$ cat src/rtl/gpint_pkg.sv
package gpint_pkg;
  localparam int CMD_W = 4;

  // Command word layout, least significant field last.
  typedef struct packed {
    logic en_set;   // bit 3
    logic en_clr;   // bit 2
    logic st_set;   // bit 1
    logic st_clr;   // bit 0
  } gpint_cmd_t;
endpackage

$ cat src/rtl/gpint_detect.sv
module gpint_detect (
  input  logic clk,
  input  logic rst_n,
  input  logic pin,
  input  logic invert,
  input  logic int_en,
  input  logic edge_mode,
  output logic lvl_adj,
  output logic hit_o
);
  logic prev_q;

  assign lvl_adj = pin ^ invert;

  always_ff @(posedge clk or negedge rst_n) begin
    if (!rst_n) prev_q <= 1'b0;
    else        prev_q <= lvl_adj;
  end

  always_comb begin
    if (!int_en)        hit_o = 1'b0;
    else if (edge_mode) hit_o = lvl_adj & ~prev_q;
    else                hit_o = lvl_adj;
  end
endmodule

$ cat src/rtl/gpint_state.sv
module gpint_state
  import gpint_pkg::*;
(
  input  logic       clk,
  input  logic       rst_n,
  input  logic       sel,
  input  gpint_cmd_t cmd,
  input  logic       hit_i,
  output logic       status,
  output logic       enable
);
  logic st_set, st_clr, en_set, en_clr;

  assign st_set = hit_i | (sel & cmd.st_set);
  assign st_clr = sel & cmd.st_clr;
  assign en_set = sel & cmd.en_set;
  assign en_clr = sel & cmd.en_clr;

  always_ff @(posedge clk or negedge rst_n) begin
    if (!rst_n) begin
      status <= 1'b0;
      enable <= 1'b0;
    end else begin
      status <= st_set | (status & ~st_clr);
      enable <= en_set | (enable & ~en_clr);
    end
  end


  set_wins_chk: assert property (@(posedge clk) disable iff (!rst_n)
    st_set |=> status);

  clear_works_chk: assert property (@(posedge clk) disable iff (!rst_n)
    (st_clr && !st_set) |=> !status);

  no_spurious_chk: assert property (@(posedge clk) disable iff (!rst_n)
    (!status && !st_set) |=> !status);

  en_set_chk: assert property (@(posedge clk) disable iff (!rst_n)
    en_set |=> enable);

  en_clr_chk: assert property (@(posedge clk) disable iff (!rst_n)
    (en_clr && !en_set) |=> !enable);
endmodule

$ cat src/rtl/gpint_ctrl.sv
module gpint_ctrl
  import gpint_pkg::*;
#(
  parameter int NUM_PINS = 8,
  localparam int SEL_W = (NUM_PINS > 1) ? $clog2(NUM_PINS) : 1
) (
  input  logic                clk,
  input  logic                rst_n,
  input  logic [NUM_PINS-1:0] pin_level,
  input  logic [NUM_PINS-1:0] cfg_invert,
  input  logic [NUM_PINS-1:0] cfg_int_en,
  input  logic [NUM_PINS-1:0] cfg_edge,
  input  logic                wr_en,
  input  logic [SEL_W-1:0]    wr_sel,
  input  logic [CMD_W-1:0]    wr_data,
  input  logic [SEL_W-1:0]    rd_sel,
  output logic [CMD_W-1:0]    rd_data,
  output logic [NUM_PINS-1:0] irq
);
  gpint_cmd_t          cmd;
  logic [NUM_PINS-1:0] st_vec, en_vec, lvl_vec, hit_vec;

  assign cmd = gpint_cmd_t'(wr_data);

  for (genvar p = 0; p < NUM_PINS; p++) begin : g_pin
    logic sel_p;
    assign sel_p = wr_en && (wr_sel == SEL_W'(p));

    gpint_detect u_det (
      .clk(clk), .rst_n(rst_n), .pin(pin_level[p]), .invert(cfg_invert[p]),
      .int_en(cfg_int_en[p]), .edge_mode(cfg_edge[p]),
      .lvl_adj(lvl_vec[p]), .hit_o(hit_vec[p])
    );

    gpint_state u_st (
      .clk(clk), .rst_n(rst_n), .sel(sel_p), .cmd(cmd), .hit_i(hit_vec[p]),
      .status(st_vec[p]), .enable(en_vec[p])
    );


    level_hold_chk: assert property (@(posedge clk) disable iff (!rst_n)
      (cfg_int_en[p] && !cfg_edge[p] && lvl_vec[p]) |=> st_vec[p]);
  end

  assign irq     = st_vec & en_vec;
  assign rd_data = {1'b0, en_vec[rd_sel], 1'b0, st_vec[rd_sel]};
endmodule

$ cat config.mk
export PLATFORM = sky130hd
export DESIGN_NAME = gpint_ctrl
export DESIGN_NICKNAME = d
export VERILOG_FILES = /design/src/rtl/gpint_pkg.sv /design/src/rtl/gpint_detect.sv /design/src/rtl/gpint_state.sv /design/src/rtl/gpint_ctrl.sv
export SDC_FILE = /design/constraint.sdc
export NUM_CORES = 1
export LEC_CHECK = 0
export BUFFER_PORTS_ARGS = -buffer_cell sky130_fd_sc_hd__buf_2
export CAP_MARGIN = 20
export CORE_UTILIZATION = 42
export DETAILED_ROUTE_END_ITERATION = 10
export PLACE_DENSITY_LB_ADDON = 0.08
export SYNTH_ARGS = -nofsm -noshare
export SYNTH_HDL_FRONTEND = slang
export SYNTH_SLANG_ARGS = --single-unit
$ cat constraint.sdc
create_clock -name clk -period 1.6 [get_ports clk]
set_clock_uncertainty 0.2 [all_clocks]
set_input_delay 0.32 -clock clk [delete_from_list [all_inputs] [get_ports clk]]
set_output_delay 0.32 -clock clk [all_outputs]
set_load 0.01 [all_outputs]
==> reports/metrics.cfg <==
[cts]
h-tree-depth = 1
numCtsBuffers = 3
clk_latency_ns = 0.32
clk_pin_slew_ns = 0.14
cts_sinks = 24
cts_root_buffer = clkbuf_4
cts_tree = yes
cts_buffer_depth = 2

[die]
die_y_um = 57.04
rows = 19
die_area_um2 = 3254
ios = 57
core-area_um2 = 2805
start_util = 0.4536
fp.dieW_um = 57.04

[worst_setup_path]
cp_max_fo = 2
start_kind = flip-flop
r2r-start = g_pin[2].u_st.status$_DFF_PN0_
rr_endpoint = g_pin[2].u_st.status$_DFF_PN0_
r2r_slack_ns = 0.30
critPathCaptureType = output pin
critPathKind = flip-flop to output pin
worstRegToRegCells = 3
crit_arrival_ns = 1.63
cp_data_required_time_ns = 1.08

[sta]
setup_ws_ns = -0.5493
max_freq_mhz = 465.3
tightest_slew_ns = 0.5538
drv_slew = 0
post-route-period-util = 1.343
post-route-min-period_ns = 2.149
setup_violations = 10
hold_violations = 0
maxSlewHeadroom = 0.6308
rsz0062_at_grt = true

[global_routing]
grt_max_degree = 25
grt_pass1_vias = 1240
antenna_found_initial = 0
gr-total-overflow = 0
gr-usage-all-layers = 0.2248
grt_pass1_wl_um = 5457

[final_layout]
final_cell_mix = buf_2 (45), nand2_1 (24), dfrtp_1 (24), buf_6 (24), dlygate4sd3_1 (17)
area_growth_pct = 61.06
final_common_cell = buf_2
fin_nets = 247
design_area_um2 = 2049
layout-drive-gt1-share = 0.4826
finish.cell_count_without_fillers = 232
antenna-diode-count = 0

[yosys]
syn_inst = 109
yosys_warnings = 0
yosysUniqueCellTypes = 17
synth.cell_area_um2 = 1272
synth-seq-area-share = 0.4720
syn_area_per_cell_um2 = 11.67
synth_seq_cells = 24

[route]
wl_met1_um = 1388
wl_met3_um = 220
drtIter0Drc = 43
drcViolationCount = 10
wl_per_cell_um = 14.96
ant_nets = 0
wl_um = 3470
maxUsedRoutingLayer = met4
vias = 1250
viasPerCell = 5.388
route.met2.wl_um = 1804
drt-pass1-iter-count = 7

[pwr]
powerDensity_nw_per_um2 = 881.3
peakVddDrop_uv = 394.5
p_leak_nw = 0.9969

[worst_hold_path]
hold_path_end = g_pin[3].u_st.status$_DFF_PN0_
min_from = cfg_int_en[3]
hold_depth = 3
hp-class = input port to flip-flop

[status]
failed_checks = design-rule violations, negative setup slack
status = finished with violations

[place]
globalplace.congestion = 0.7529
placed_area_um2 = 1675
dp_hpwl_um = 2335
dp.cells = 206
io_buffers = 54

[run]
maxCapViolCount = 0

[worst max-delay path by stage]
stage,startpoint,end,slack [ns],depth (start not counted)
3_5_place_dp,rd_sel[0],rd_data[0],-0.32,4
2_1_floorplan,g_pin[5].u_st.status$_DFF_PN0_,rd_data[0],-0.02,2
5_1_grt,g_pin[1].u_st.status$_DFF_PN0_,rd_data[0],-0.60,3
6_report,g_pin[1].u_st.status$_DFF_PN0_,rd_data[0],-0.55,3
4_1_cts,g_pin[7].u_st.status$_DFF_PN0_,rd_data[0],-0.54,3
3_3_place_gp,rd_sel[0],rd_data[2],-0.30,4
[flip-flops by register name, indices dropped and copies added, names as in the netlist]
name,count
g_pin.u_st.enable,8
g_pin.u_st.status,8
g_pin.u_det.prev_q,8
[synth_stat cells]
master	count	area, µm²
dfrtp_1	24	600.6
mux4_1	4	105.1
clkbuf_1	2	7.510
and3_1	8	50.05
mux2_2	2	22.52
and4bb_2	3	37.54
and4_1	1	8.760
a221o_1	8	80.08
and4b_1	3	30.03
nor4b_4	1	23.77
xor2_1	8	70.07
nand2_1	24	90.09
buf_4	2	15.01
a22o_1	8	70.07
and2_1	8	50.05
buf_1	2	7.510
conb_1	1	3.750
[logic make-up after synthesis]
family / count (synthesis) / share of synthesized area
AOI/OAI and AO/OA: 16 / 0.1180
DFF: 24 / 0.4720
other: 1 / 0.002947
xor gates and xnor gates: 8 / 0.05507
and+or+nand+nor: 48 / 0.2281
buffers and inverters: 6 / 0.02360
muxes: 6 / 0.1003
[cell type report]
cell class	count	area [µm²]
Multi-Input combinational cell	80	655.6
Tap cell	31	38.79
Clock buffer	4	36.28
Fill cell	195	755.7
Sequential cell	24	600.6
Timing Repair Buffer	93	718.2
[report_power, final]
| group | total, W | internal [W] | switching [W] |
|---|---|---|---|
| registers | 0.000745 | 0.000691 | 0.0000535 |
| clock network | 0.000335 | 0.000139 | 0.000196 |
| logic | 0.000726 | 0.000485 | 0.000241 |
[per-stage QoR]
stage	util	hold slack, ns	setup TNS [ns]	total power, W	setup WS [ns]
2_1_floorplan	-	-0.1756	-0.03502	0.0009759	-0.01764
3_3_place_gp	0.5972	0.1375	-0.5907	0.001236	-0.2955
3_5_place_dp	0.5972	0.1372	-0.6388	0.001248	-0.3228
4_1_cts	0.7083	0.09691	-1.534	0.001739	-0.5426
5_1_grt	0.7306	0.1156	-2.013	0.001893	-0.5978
6_report	0.7306	0.1070	-1.631	0.001806	-0.5493
[repair_timing]
action,4_1_cts,5_1_grt
hold buffers,17,0
endpoints found under the hold margin,32,0
pin swaps,3,4
setup buffers,4,10
setup endpoints to repair,10,10
resized for setup,21,11
[critical path, stage by stage, from the launching register on]
cell	delay, ns
dfrtp_1	0.43
mux4_2	0.47
mux2_4	0.29
buf_6	0.12
[per-layer routing]
layer | global-route usage | vias to the layer above
met4 | 0.09408 | 0
met3 | 0.03628 | 6
met2 | 0.3983 | 59
met1 | 0.2714 | 604
li1 | - | 581
met5 | 0 | -
Power figures use the tool's default switching activity.
